File: config.mk
export PLATFORM = sky130hd
export DESIGN_NAME = evt_cnt_pair
export DESIGN_NICKNAME = d
export VERILOG_FILES = /design/src/rtl/evt_cnt_pair.sv
export SDC_FILE = /design/constraint.sdc
export NUM_CORES = 1
export LEC_CHECK = 0
export BUFFER_PORTS_ARGS = -buffer_cell sky130_fd_sc_hd__buf_2
export CAP_MARGIN = 20
export CORE_MARGIN = 2
export CORE_UTILIZATION = 55
export DETAILED_ROUTE_END_ITERATION = 16
export GPL_ROUTABILITY_DRIVEN = 0
export PLACE_DENSITY = 0.77
export SLEW_MARGIN = 10
export SYNTH_ARGS = -nofsm -noshare
export SYNTH_HDL_FRONTEND = slang
export SYNTH_SLANG_ARGS = --single-unit
File: constraint.sdc
create_clock -name clk -period 2.76 [get_ports clk]
set_input_delay 0.828 -clock clk [delete_from_list [all_inputs] [get_ports clk]]
set_output_delay 0.828 -clock clk [all_outputs]
set_load 0.01 [all_outputs]
File: src/rtl/evt_cnt_pair.sv
module evt_cnt_pair #(
  parameter int CW = 8,
  parameter int AW = 2,
  parameter int DW = 8
) (
  input  logic          clk,
  input  logic          rst_n,
  input  logic          evt_lo_i,
  input  logic          evt_hi_i,
  input  logic          bus_we,
  input  logic [AW-1:0] bus_addr,
  input  logic [DW-1:0] bus_wdata,
  output logic [DW-1:0] bus_rdata,
  output logic          ovf_lo_o
);

  localparam logic [AW-1:0] A_CTRL = AW'(0);
  localparam logic [AW-1:0] A_CMD  = AW'(1);
  localparam logic [AW-1:0] A_LO   = AW'(2);
  localparam logic [AW-1:0] A_HI   = AW'(3);
  localparam int PW = 3;

  logic [1:0]    sel_lo, sel_hi;
  logic          casc_q, run_q;
  logic [CW-1:0] lo_q, hi_q;
  logic [2:0]    sy_lo, sy_hi;
  logic [PW-1:0] pre_q;
  logic          src_lo, src_hi, inc_lo, inc_hi, wrap;
  logic          clr_lo, clr_hi, wr_ctrl;
  logic [3:0]    taps_lo, taps_hi;

  assign wr_ctrl = bus_we && bus_addr == A_CTRL;
  assign clr_lo  = bus_we && bus_addr == A_CMD && bus_wdata[0];
  assign clr_hi  = bus_we && bus_addr == A_CMD && bus_wdata[1];

  always_ff @(posedge clk or negedge rst_n)
    if (!rst_n) begin
      sel_lo <= 2'b00;
      sel_hi <= 2'b00;
      casc_q <= 1'b0;
      run_q  <= 1'b1;
    end else if (wr_ctrl) begin
      sel_lo <= bus_wdata[1:0];
      sel_hi <= bus_wdata[3:2];
      casc_q <= bus_wdata[4];
      run_q  <= bus_wdata[5];
    end

  always_ff @(posedge clk or negedge rst_n)
    if (!rst_n) begin
      sy_lo <= '0;
      sy_hi <= '0;
      pre_q <= '0;
    end else begin
      sy_lo <= {sy_lo[1:0], evt_lo_i};
      sy_hi <= {sy_hi[1:0], evt_hi_i};
      pre_q <= pre_q + 1'b1;
    end

  assign taps_lo = {&pre_q, &pre_q[1:0], pre_q[0], sy_lo[1] & ~sy_lo[2]};
  assign taps_hi = {&pre_q, &pre_q[1:0], pre_q[0], sy_hi[1] & ~sy_hi[2]};
  assign src_lo  = taps_lo[sel_lo];
  assign src_hi  = taps_hi[sel_hi];

  assign inc_lo   = run_q & src_lo;
  assign wrap     = inc_lo & (&lo_q) & ~clr_lo;
  assign inc_hi   = run_q & (casc_q ? wrap : src_hi);
  assign ovf_lo_o = wrap;

  always_ff @(posedge clk or negedge rst_n)
    if (!rst_n)      lo_q <= '0;
    else if (clr_lo) lo_q <= '0;
    else if (inc_lo) lo_q <= lo_q + 1'b1;

  always_ff @(posedge clk or negedge rst_n)
    if (!rst_n)      hi_q <= '0;
    else if (clr_hi) hi_q <= '0;
    else if (inc_hi) hi_q <= hi_q + 1'b1;

  always_comb
    case (bus_addr)
      A_CTRL:  bus_rdata = DW'({run_q, casc_q, sel_hi, sel_lo});
      A_LO:    bus_rdata = DW'(lo_q);
      A_HI:    bus_rdata = DW'(hi_q);
      default: bus_rdata = '0;
    endcase

endmodule

==> results.sh <==
export IMPL_synth_nets=167
export IMPL_critical_path_reg2reg_startpoint="sel_lo[0]"
export IMPL_critical_path_peak_fanout=4
export IMPL_report_power_total_uw=1150
export IMPL_largest_net_degree_at_the_start_of_global_routing=32
export IMPL_netlist_cell_type_count=30
export IMPL_worst_setup_hold_path_clk_slew_ps=90
export IMPL_final_setup_viol_count=0
export IMPL_wire_per_inst_um=14.9
export IMPL_global_route_usage_total_pct=20.8
export IMPL_synth_top_cells_by_area="sky130_fd_sc_hd__dfrtp_1 48%, sky130_fd_sc_hd__mux2i_1 7.0%, sky130_fd_sc_hd__mux2_2 3.6%"
export IMPL_worst_ep_arrival_time_ps=1830
export IMPL_synth_top_cells_by_count="30 x sky130_fd_sc_hd__dfrtp_1, 12 x sky130_fd_sc_hd__nand2_1, 11 x sky130_fd_sc_hd__mux2i_1"
export IMPL_synth_avg_cell_area_sq_um=10.6
export IMPL_worst_hold_path_endpoint="sy_lo[1]"
export IMPL_num_io_pins=24
export IMPL_status="finished, final reports clean"
export IMPL_horizontal_die_dimension_um=57.4
export IMPL_final_critical_path_required_period_ps=2660
export IMPL_fmaxAchievable_ghz=0.376
export IMPL_diodes=0
export IMPL_vdd_drop_max_mv=0.526
export IMPL_design_die_area_sq_um=3300
export IMPL_min_delay_path_class="reg -> reg"
export IMPL_post_route_period_util_pct=96.3
export IMPL_number_of_antenna_violations_at_the_first_check_in_global_routing=0
export IMPL_synth_enable_flop_cells=0
export IMPL_wp_data_required_ps=1930
export IMPL_post_synth_adder_cell_area_pct=3.19
export IMPL_nets=193
export IMPL_post_route_drc=0
export IMPL_vias_per_cell=5.91
export IMPL_holdPathStages=0
export IMPL_core_rowCount=19
export IMPL_final_layout_size_suffix_gt1_share_pct=25.1
export IMPL_yosys_area_share_simple_pct=18.1
export IMPL_rsz0062_at_grt="no"
export IMPL_yosys_warnings=0
export IMPL_slew_headroom_pct=54.1
export IMPL_synth_mux_area_fraction_pct=10.6
export IMPL_power_leakage_uw=0.000848
export IMPL_finalSetupTns_ps=0
export IMPL_grt_first_pass_wirelength_um=5220
export IMPL_final_hold_viol_count=0
export IMPL_synth_compound_gate_area_share_pct=12.3
export IMPL_synth_area_sq_um=1570
export IMPL_cts_buffers=5
export IMPL_globalRoute_totalOverflow=0
export IMPL_drv_max_cap_violation_count=0
export IMPL_initial_core_util_pct=57.4
export IMPL_port_buffer_count=21
export IMPL_critPathLaunchType="register"
export IMPL_postSynth_asyncResetShare_pct=100
export IMPL_vias_in_the_first_global_route=1207
export IMPL_cts_buffer_depth=2
export IMPL_timing_rr_end="hi_q[7]"
export IMPL_min_delay_start="sy_lo[0]"
export IMPL_netlist_area_leader_share_pct=47.8
export IMPL_ctsRootBufferMaster="sky130_fd_sc_hd__clkbuf_4"
export IMPL_route_vias_total=1217
export IMPL_report_final_slew_viol_count=0
export IMPL_setup_worst_path_end_class="primary output"
export IMPL_setup_skew_after_layout_ps=9.81
export IMPL_synthXorXnorAreaFrac_pct=3.90
export IMPL_detail_route_antenna_nets=0
export IMPL_total_number_of_h_tree_levels=2
export IMPL_pwr_density_cell_nw_per_um2=640
export IMPL_flow_area_growth_from_synthesis_pct=14.4
export IMPL_core_area_sq_um=2730
export IMPL_synth_top_family_by_area="simple AND/OR/NAND/NOR gates"
export IMPL_critical_path_class="reg -> out"
export IMPL_initialDrtViolationCount=36
export IMPL_detail_route_wirelength_um=3070
export IMPL_post_dp_hpwl_um=2220
export IMPL_timing_reg2reg_worst_path_depth=7
export IMPL_dpl_worst_slack_ps=227
export IMPL_numClockSinks=31
export IMPL_synth_cells=148
export IMPL_chipHeight_um=57.4
export IMPL_synth_seq_area_share_pct=49.5
export IMPL_synth_seq_cells=31
export IMPL_clock_insertion_delay_worst_skew_ps=330
export IMPL_post_synth_top_area_cell="sky130_fd_sc_hd__dfrtp_1"
export IMPL_synth_most_common_cell="sky130_fd_sc_hd__dfrtp_1"
export IMPL_tritoncts="built"
export IMPL_setup_ws_ps=103
export IMPL_drtPass1Iterations=4
export IMPL_r2r_slack_ps=290
export IMPL_max_slew_worst_pin_slew_ps=688
export IMPL_yosys_most_used_dff="sky130_fd_sc_hd__dfrtp_1"
worst max-delay path, stage by stage (launching register included):
cell and delay (ps):
sky130_fd_sc_hd__dfrtp_1 440, sky130_fd_sc_hd__ha_4 190, sky130_fd_sc_hd__ha_1 190, sky130_fd_sc_hd__mux2i_1 250, sky130_fd_sc_hd__a221oi_4 100, sky130_fd_sc_hd__and3_1 200, sky130_fd_sc_hd__buf_2 140
cell type report:
class,count,area (sq um)
clock inverter,1,5.00
multi-input combinational,107,767
inverter,3,11.3
tap,31,38.8
timing repair buffer,26,143
sequential,31,777
fill,218,937
clock buffer,7,55.1
layout by cell type, fill, tap and decap left out, types with 4 or more instances in the layout:
cell type                  count
sky130_fd_sc_hd__clkbuf_4      5
sky130_fd_sc_hd__buf_4         5
sky130_fd_sc_hd__nor2b_1       4
sky130_fd_sc_hd__a21oi_1      10
sky130_fd_sc_hd__nand2_1      12
sky130_fd_sc_hd__dfrtp_1      30
sky130_fd_sc_hd__nand4_1       6
sky130_fd_sc_hd__buf_2        21
sky130_fd_sc_hd__xor2_1        6
sky130_fd_sc_hd__o21ai_0       7
sky130_fd_sc_hd__or3_1         5
sky130_fd_sc_hd__mux2_2        5
sky130_fd_sc_hd__and3_1        8
sky130_fd_sc_hd__nor2_1        8
sky130_fd_sc_hd__mux2i_1      11
sky130_fd_sc_hd__o21ai_1       6
cells by family (layout without fill, tap and decap cells):
logic type | count (synthesis) | count (layout)
and+or+nand+nor | 52 | 52
DFF | 31 | 31
AOI/OAI and AO/OA | 28 | 28
muxes | 16 | 16
buffers and inverters | 10 | 37
xor gates and xnor gates | 7 | 7
adders and majority gates | 4 | 4
sequential cells by signal, indices dropped and copies added (netlist names):
| signal | flops |
|---|---|
| casc_q | 1 |
| lo_q | 8 |
| sel_lo | 2 |
| sy_lo | 3 |
| sy_hi | 3 |
| pre_q | 3 |
| sel_hi | 2 |
| run_q | 1 |
| hi_q | 8 |
how the worst max path moves through the flow:
stage                startpoint           end  slack, ps  cells past startpoint
global route          sel_lo[0]      ovf_lo_o          7                      4
finish                 pre_q[0]      ovf_lo_o        100                      6
floorplan           bus_addr[1]  bus_rdata[2]        210                      5
detailed placement  bus_addr[1]      ovf_lo_o        230                      5
CTS                    pre_q[0]      ovf_lo_o         50                      6
global placement    bus_addr[1]      ovf_lo_o        250                      5
metal layers:
layer	wire length, um	track usage (%)	share of wire, %
met5	0	0	0
met4	27	6.31	0.88
met3	189	7.26	6.2
met2	1480	33.4	48
met1	1370	26.4	45
per-stage QoR:
stage | hold WS, ps | std cells | area, sq um | util (%)
final | 357 | 206 | 1800 | 65.7
after global routing | 368 | 206 | 1800 | 65.7
after CTS | 362 | 204 | 1770 | 64.7
after detailed placement | 337 | 195 | 1700 | 62.2
after global placement | 336 | 195 | 1700 | 62.2
after floorplan | 331 | 148 | 1570 | -
power by group:
group	switching (uW)	total [uW]	leakage, uW	internal [uW]
Clock	152	276	0.0000353	123
Combinational	134	257	0.000419	124
Sequential	91.9	617	0.000394	525
Total	378	1150	0.000848	772
what timing repair did:
action                                  CTS  global route
gates resized for setup                   0             2
hold buffers                              0             0
endpoints found under the hold margin     0             0
pin swaps                                 1             3
endpoints found under the setup margin    1             1
buffers inserted                          1             2
No activity file was read; power rests on OpenSTA's default activity.
